**config.mk**
```make
export PLATFORM = sky130hd
export DESIGN_NAME = id_branch_unit
export DESIGN_NICKNAME = d
export VERILOG_FILES = /design/src/rtl/ibu_pkg.sv /design/src/rtl/ibu_decode.sv /design/src/rtl/ibu_target.sv /design/src/rtl/ibu_hazard.sv /design/src/rtl/id_branch_unit.sv
export SDC_FILE = /design/constraint.sdc
export NUM_CORES = 1
export LEC_CHECK = 0
export BUFFER_PORTS_ARGS = -buffer_cell sky130_fd_sc_hd__buf_4
export CAP_MARGIN = 20
export CELL_PAD_IN_SITES_DETAIL_PLACEMENT = 0
export CELL_PAD_IN_SITES_GLOBAL_PLACEMENT = 1
export CORE_ASPECT_RATIO = 1.75
export CORE_MARGIN = 4
export CORE_UTILIZATION = 25
export CTS_BUF_LIST = sky130_fd_sc_hd__clkbuf_4 sky130_fd_sc_hd__clkbuf_8 sky130_fd_sc_hd__clkbuf_16
export DETAILED_ROUTE_END_ITERATION = 7
export PLACE_DENSITY_LB_ADDON = 0.1
export SLEW_MARGIN = 15
export SYNTH_ARGS = -nofsm -noshare
export SYNTH_HDL_FRONTEND = slang
export SYNTH_SLANG_ARGS = --single-unit
```
**constraint.sdc**
```tcl
create_clock -name clk -period 4.4 [get_ports clk]
set_input_delay 0.22 -clock clk [delete_from_list [all_inputs] [get_ports clk]]
set_output_delay 0.22 -clock clk [all_outputs]
set_load 0.1 [all_outputs]
```
**src/rtl/ibu_pkg.sv**
```systemverilog
package ibu_pkg;

    typedef enum logic [1:0] {
        ST_RUN  = 2'd0,
        ST_WAIT = 2'd1,
        ST_SLOT = 2'd2
    } ibu_state_e;

    typedef enum logic [2:0] {
        CT_NONE  = 3'd0,
        CT_BEQZ  = 3'd1,
        CT_BNEZ  = 3'd2,
        CT_JUMP  = 3'd3,
        CT_JLINK = 3'd4
    } ibu_kind_e;

    localparam logic [5:0] OP_BEQZ  = 6'h04;
    localparam logic [5:0] OP_BNEZ  = 6'h05;
    localparam logic [5:0] OP_JUMP  = 6'h02;
    localparam logic [5:0] OP_JLINK = 6'h03;

endpackage

```
**src/rtl/ibu_decode.sv**
```systemverilog
module ibu_decode
    import ibu_pkg::*;
#(
    parameter int XLEN   = 32,
    parameter int REG_W  = 5,
    parameter int BOFS_W = 16,
    parameter int JOFS_W = 26
) (
    input  logic [31:0]      instr,
    output ibu_kind_e        kind,
    output logic [REG_W-1:0] rs,
    output logic [XLEN-1:0]  offset
);
    localparam int OP_LSB = 26;
    localparam int RS_LSB = 21;

    logic [5:0]      opcode;
    logic [XLEN-1:0] br_ofs;
    logic [XLEN-1:0] j_ofs;

    assign opcode = instr[OP_LSB +: 6];
    assign rs     = instr[RS_LSB +: REG_W];
    assign br_ofs = {{(XLEN-BOFS_W){instr[BOFS_W-1]}}, instr[BOFS_W-1:0]};
    assign j_ofs  = {{(XLEN-JOFS_W){instr[JOFS_W-1]}}, instr[JOFS_W-1:0]};

    always_comb begin
        unique case (opcode)
            OP_BEQZ:  kind = CT_BEQZ;
            OP_BNEZ:  kind = CT_BNEZ;
            OP_JUMP:  kind = CT_JUMP;
            OP_JLINK: kind = CT_JLINK;
            default:  kind = CT_NONE;
        endcase
    end

    assign offset = (kind == CT_JUMP || kind == CT_JLINK) ? j_ofs : br_ofs;

endmodule

```
**src/rtl/ibu_target.sv**
```systemverilog
module ibu_target #(
    parameter int XLEN      = 32,
    parameter int INSN_BYTES = 4
) (
    input  logic [XLEN-1:0] pc,
    input  logic [XLEN-1:0] offset,
    output logic [XLEN-1:0] target,
    output logic [XLEN-1:0] ret_addr
);
    localparam logic [XLEN-1:0] STEP1 = XLEN'(INSN_BYTES);
    localparam logic [XLEN-1:0] STEP2 = XLEN'(2 * INSN_BYTES);

    logic [XLEN-1:0] slot_pc;

    assign slot_pc  = pc + STEP1;
    assign target   = slot_pc + offset;
    assign ret_addr = pc + STEP2;

endmodule

```
**src/rtl/ibu_hazard.sv**
```systemverilog
module ibu_hazard #(
    parameter int REG_W   = 5,
    parameter bit ZERO_R0 = 1'b1
) (
    input  logic [REG_W-1:0] rs,
    input  logic             ex_wr_en,
    input  logic [REG_W-1:0] ex_rd,
    input  logic             mem_load,
    input  logic [REG_W-1:0] mem_rd,
    output logic             hit
);
    logic raw_hit;

    assign raw_hit = (ex_wr_en && (ex_rd == rs)) || (mem_load && (mem_rd == rs));

    generate
        if (ZERO_R0) begin : g_r0_const
            assign hit = raw_hit && (rs != '0);
        end else begin : g_r0_plain
            assign hit = raw_hit;
        end
    endgenerate

endmodule

```
**src/rtl/id_branch_unit.sv**
```systemverilog
module id_branch_unit
    import ibu_pkg::*;
#(
    parameter int XLEN     = 32,
    parameter int REG_W    = 5,
    parameter int LINK_REG = 31
) (
    input  logic             clk,
    input  logic             rst_n,
    input  logic             id_valid,
    input  logic [31:0]      id_instr,
    input  logic [XLEN-1:0]  id_pc,
    input  logic [XLEN-1:0]  if_pc,
    input  logic [XLEN-1:0]  if_seq_pc,
    input  logic [XLEN-1:0]  rs_val,
    input  logic             ex_wr_en,
    input  logic [REG_W-1:0] ex_rd,
    input  logic             mem_load,
    input  logic [REG_W-1:0] mem_rd,
    output logic [REG_W-1:0] rs_idx,
    output logic             stall,
    output logic             redirect,
    output logic [XLEN-1:0]  next_pc,
    output logic             link_we,
    output logic [REG_W-1:0] link_idx,
    output logic [XLEN-1:0]  link_data
);
    localparam logic [REG_W-1:0] LINK_IDX = REG_W'(LINK_REG);

    ibu_state_e      state_q, state_d;
    ibu_kind_e       kind;
    logic [XLEN-1:0] offset;
    logic [XLEN-1:0] target;
    logic [XLEN-1:0] ret_addr;
    logic            dep_hit;
    logic            is_ctl;
    logic            is_branch;
    logic            hazard;
    logic            cond_true;

    ibu_decode #(.XLEN(XLEN), .REG_W(REG_W)) u_dec (
        .instr  (id_instr),
        .kind   (kind),
        .rs     (rs_idx),
        .offset (offset)
    );

    ibu_target #(.XLEN(XLEN)) u_tgt (
        .pc       (id_pc),
        .offset   (offset),
        .target   (target),
        .ret_addr (ret_addr)
    );

    ibu_hazard #(.REG_W(REG_W)) u_haz (
        .rs       (rs_idx),
        .ex_wr_en (ex_wr_en),
        .ex_rd    (ex_rd),
        .mem_load (mem_load),
        .mem_rd   (mem_rd),
        .hit      (dep_hit)
    );

    assign is_ctl    = id_valid && (kind != CT_NONE);
    assign is_branch = is_ctl && (kind == CT_BEQZ || kind == CT_BNEZ);
    assign hazard    = is_branch && dep_hit;

    always_comb begin
        unique case (kind)
            CT_BEQZ:           cond_true = (rs_val == '0);
            CT_BNEZ:           cond_true = (rs_val != '0);
            CT_JUMP, CT_JLINK: cond_true = 1'b1;
            default:           cond_true = 1'b0;
        endcase
    end

    // state register
    always_ff @(posedge clk or negedge rst_n) begin
        if (!rst_n) begin
            state_q <= ST_RUN;
        end else begin
            state_q <= state_d;
        end
    end

    // next state
    always_comb begin
        state_d = state_q;
        unique case (state_q)
            ST_RUN, ST_WAIT: begin
                if (hazard) begin
                    state_d = ST_WAIT;
                end else if (is_ctl) begin
                    state_d = ST_SLOT;
                end else begin
                    state_d = ST_RUN;
                end
            end
            ST_SLOT: begin
                if (id_valid) begin
                    state_d = ST_RUN;
                end
            end
            default: state_d = ST_RUN;
        endcase
    end

    // outputs
    always_comb begin
        stall     = 1'b0;
        redirect  = 1'b0;
        link_we   = 1'b0;
        link_idx  = LINK_IDX;
        link_data = ret_addr;
        next_pc   = if_seq_pc;
        unique case (state_q)
            ST_RUN, ST_WAIT: begin
                stall    = hazard;
                redirect = is_ctl && !hazard && cond_true;
                link_we  = is_ctl && (kind == CT_JLINK);
                if (hazard) begin
                    next_pc = if_pc;
                end else if (is_ctl && cond_true) begin
                    next_pc = target;
                end
            end
            ST_SLOT: begin
                next_pc = if_seq_pc;
            end
            default: begin
                next_pc = if_seq_pc;
            end
        endcase
    end

endmodule

```
==> flow_summary.json <==
{
  "crit_family": "compound AO/OA/AOI/OAI gates",
  "hold_path_startpoint": "id_valid",
  "p_leak_nw": 2.88,
  "worstSetupStartpointType": "input pin",
  "cts_root_buf": "clkbuf_16",
  "fmax_ghz": 0.241,
  "fin_ws_ns": 0.255,
  "synth_area_mm2": 0.00355,
  "synthFlopType": "dfrtp_1",
  "yosys_warnings": 0,
  "critPathRequiredTime_ns": 4.18,
  "worstSetupPathType": "in -> out",
  "worstHoldPathType": "in -> reg",
  "core_area_mm2": 0.0139,
  "path_buf_inv": 3,
  "r2r_setup_slack_ns": 3.09,
  "min_to": "state_q[1]$_DFFE_PN0P_",
  "htree_levels": 1,
  "crit_chain": "buf_4, nand2b_1, nor4_2, buf_4, nor2b_2, a21o_1, ha_1, ha_1, a21oi_1, o211ai_1, a21o_1, a22o_1, or3_1, a21oi_1, xor2_1, o21ai_2, buf_4",
  "status": "complete, no violations",
  "ant_nets": 0,
  "die_h_um": 166,
  "crit_slowest_cell": "ha_1",
  "setup-violations-final": 0,
  "post-cts-setup-buffers": 0,
  "initial_utilization": 0.255,
  "clock_sinks": 2,
  "path_max_fanout": 13,
  "antenna_found_initial": 0,
  "p_sw_mw": 0.642,
  "nets": 965,
  "fin_skew_ns": 0.00208,
  "timing.final.crit_period_ns": 4.14,
  "fin_setup_tns_ns": 0,
  "fp-row-count": 57,
  "routedWlPerCell_um": 18.6,
  "largest_reg_flops": 2,
  "yosysTopAreaCell": "ha_1",
  "arrival_ns": 3.92,
  "drv_cap": 0,
  "relSlewSlack": 0.337,
  "synth_top_area_frac": 0.219,
  "gp_congestion": 0.907,
  "max_stage_delay_ns": 0.42,
  "synthArstFlopShare": 1.00,
  "io_buffer_count": 246,
  "grt_usage": 0.198,
  "grt_pass1_vias": 4912,
  "synthCells": 497,
  "regArea_um2": 50.0,
  "ys_seq_area_frac": 0.0141,
  "cts_tree": "yes",
  "n_antenna_cell": 0,
  "largest_register": "state_q",
  "irDropWorstVdd_uv": 94.1,
  "drt_pre_antenna_iters": 6,
  "r2r-start": "state_q[1]$_DFFE_PN0P_",
  "timing.final.crit_share": 0.942,
  "end_kind": "output port",
  "share_seq_of_total_power": 0.019,
  "wl_mm": 16.8,
  "grt_max_degree": 26,
  "power_frac_clock": 0.124,
  "avgSynthCellArea_um2": 7.14,
  "die_w_um": 98.1,
  "drc": 0,
  "power_frac_comb": 0.857,
  "path_clk_slew_ns": 0.03,
  "min_path_cells": 4,
  "area_growth_syn_to_layout_pct": 58.2,
  "synth_edf_count": 0,
  "worstMarginPinSlew_ns": 0.994,
  "clock_latency_ns": 0.22,
  "power.internal_mw": 0.467,
  "synth_cell_type_count": 55,
  "overflow": 0,
  "first_iter_violations": 88,
  "clock_path_buffers": 2,
  "pwr_density_cell_mw_per_mm2": 197,
  "grt_pass1_wl_mm": 26.1,
  "ys_ff_latch": 2,
  "design.die.area_mm2": 0.0162,
  "fill_cells": 1495,
  "place_ws_ns": 0.0598,
  "swShare": 0.579,
  "rr_worst_depth": 2,
  "rsz0062_at_grt": "no",
  "dp_hpwl_mm": 15.0,
  "cts_made_buffers": 3,
  "reg.largest.list": "state_q x2",
  "hold_viol_final": 0,
  "num_vias": 4579,
  "layout-drive-gt1-share": 0.379,
  "r2r-end": "state_q[0]$_DFFE_PN0P_",
  "multi_input_area_mm2": 0.00333,
  "synth.area.top_cells": "ha_1 (22%), xnor2_1 (9.1%), a21o_1 (7.0%)",
  "vias_per_cell": 5.08,
  "crit_top_cell": "buf_4",
  "ios": 252,
  "timing_max_transition_violations_final": 0
}
-- synthesized netlist by cell type (14+ instances only) --
master    n
a21o_1   33
a21oi_1  40
buf_4    14
ha_1     62
nand2_1  44
nand3_1  17
nor2_1   23
o21ai_0  35
xnor2_1  37
xor2_1   27
-- tightest hold or removal path, stage by stage --
cell and delay, ns:
buf_4 0.09, nor2_1 0.03, nand2_1 0.05, o31ai_1 0.06
-- kinds of logic after synthesis --
family / synth area share
AOI/OAI and AO/OA: 0.311
xor gates and xnor gates: 0.158
adders and majority gates: 0.224
buffers and inverters: 0.0627
DFF: 0.0141
other: 0.00106
and+or+nand+nor: 0.229
-- timing repair --
action,4_1_cts,5_1_grt
endpoints found under the hold margin,2,0
resized for setup,0,2
endpoints found under the setup margin,0,3
hold buffers,1,0
-- through the flow --
stage / utilization / instances / cell area (um^2) / hold WS [ns] / total power, mW
final: 0.404 / 902 / 5610 / 0.285 / 1.11
after global routing: 0.404 / 902 / 5610 / 0.304 / 1.18
after CTS: 0.403 / 902 / 5610 / 0.280 / 1.12
after detailed placement: 0.397 / 898 / 5520 / 0.00421 / 0.974
after global placement: 0.397 / 898 / 5520 / 0.00232 / 0.974
after floorplan: - / 501 / 3590 / -0.0756 / 0.671
-- area by class of cell --
class | instances | share of cell area
Multi-Input combinational cell | 455 | 0.593
Clock buffer | 3 | 0.0134
Sequential cell | 2 | 0.00891
Inverter | 14 | 0.00936
Tap cell | 177 | 0.0394
Timing Repair Buffer | 251 | 0.336
-- power groups by stage --
stage,logic (mW),clock network (mW),registers [mW]
CTS,0.959,0.140,0.0210
global placement,0.953,0,0.0212
finish,0.950,0.138,0.0210
detailed placement,0.953,0,0.0213
global route,1.02,0.141,0.0213
floorplan,0.652,0,0.0194
-- routing by layer --
metal  track usage  routed length (um)  up-vias
met1         0.196                5760     2099
met5             0                   0        -
met2         0.414                9830      169
met3        0.0189                 716       22
li1              -                   -     2289
met4        0.0567                 473        0
-- how the worst max path moves through the flow --
stage	from	endpoint	slack, ns	depth (start not counted)
after global placement	id_instr[28]	next_pc[28]	0.1	17
after global routing	id_instr[28]	next_pc[28]	0.05	17
after CTS	id_instr[28]	next_pc[28]	0.05	17
after floorplan	id_instr[28]	next_pc[24]	0.009	15
after detailed placement	id_instr[28]	next_pc[28]	0.06	17
final	id_instr[28]	next_pc[28]	0.26	17
-- layout by cell type (no fill, tap or decap), types with 5 or more instances in the layout --
master and instances:
nand3_1 17, a22oi_1 10, o21ai_1 11, inv_1 11, a21oi_2 5, nand2_1 44, nor2_1 23, a21o_1 33
a21oi_1 37, nor3_1 11, o22ai_1 5, o21ai_0 30, buf_4 250, ha_1 62, xor2_1 27, nand4_1 7
a22oi_2 6, and3_1 12, conb_1 5, nor4_1 11, and4_1 5, xnor2_1 37
Note: power is estimated with default switching activity, not from simulation.
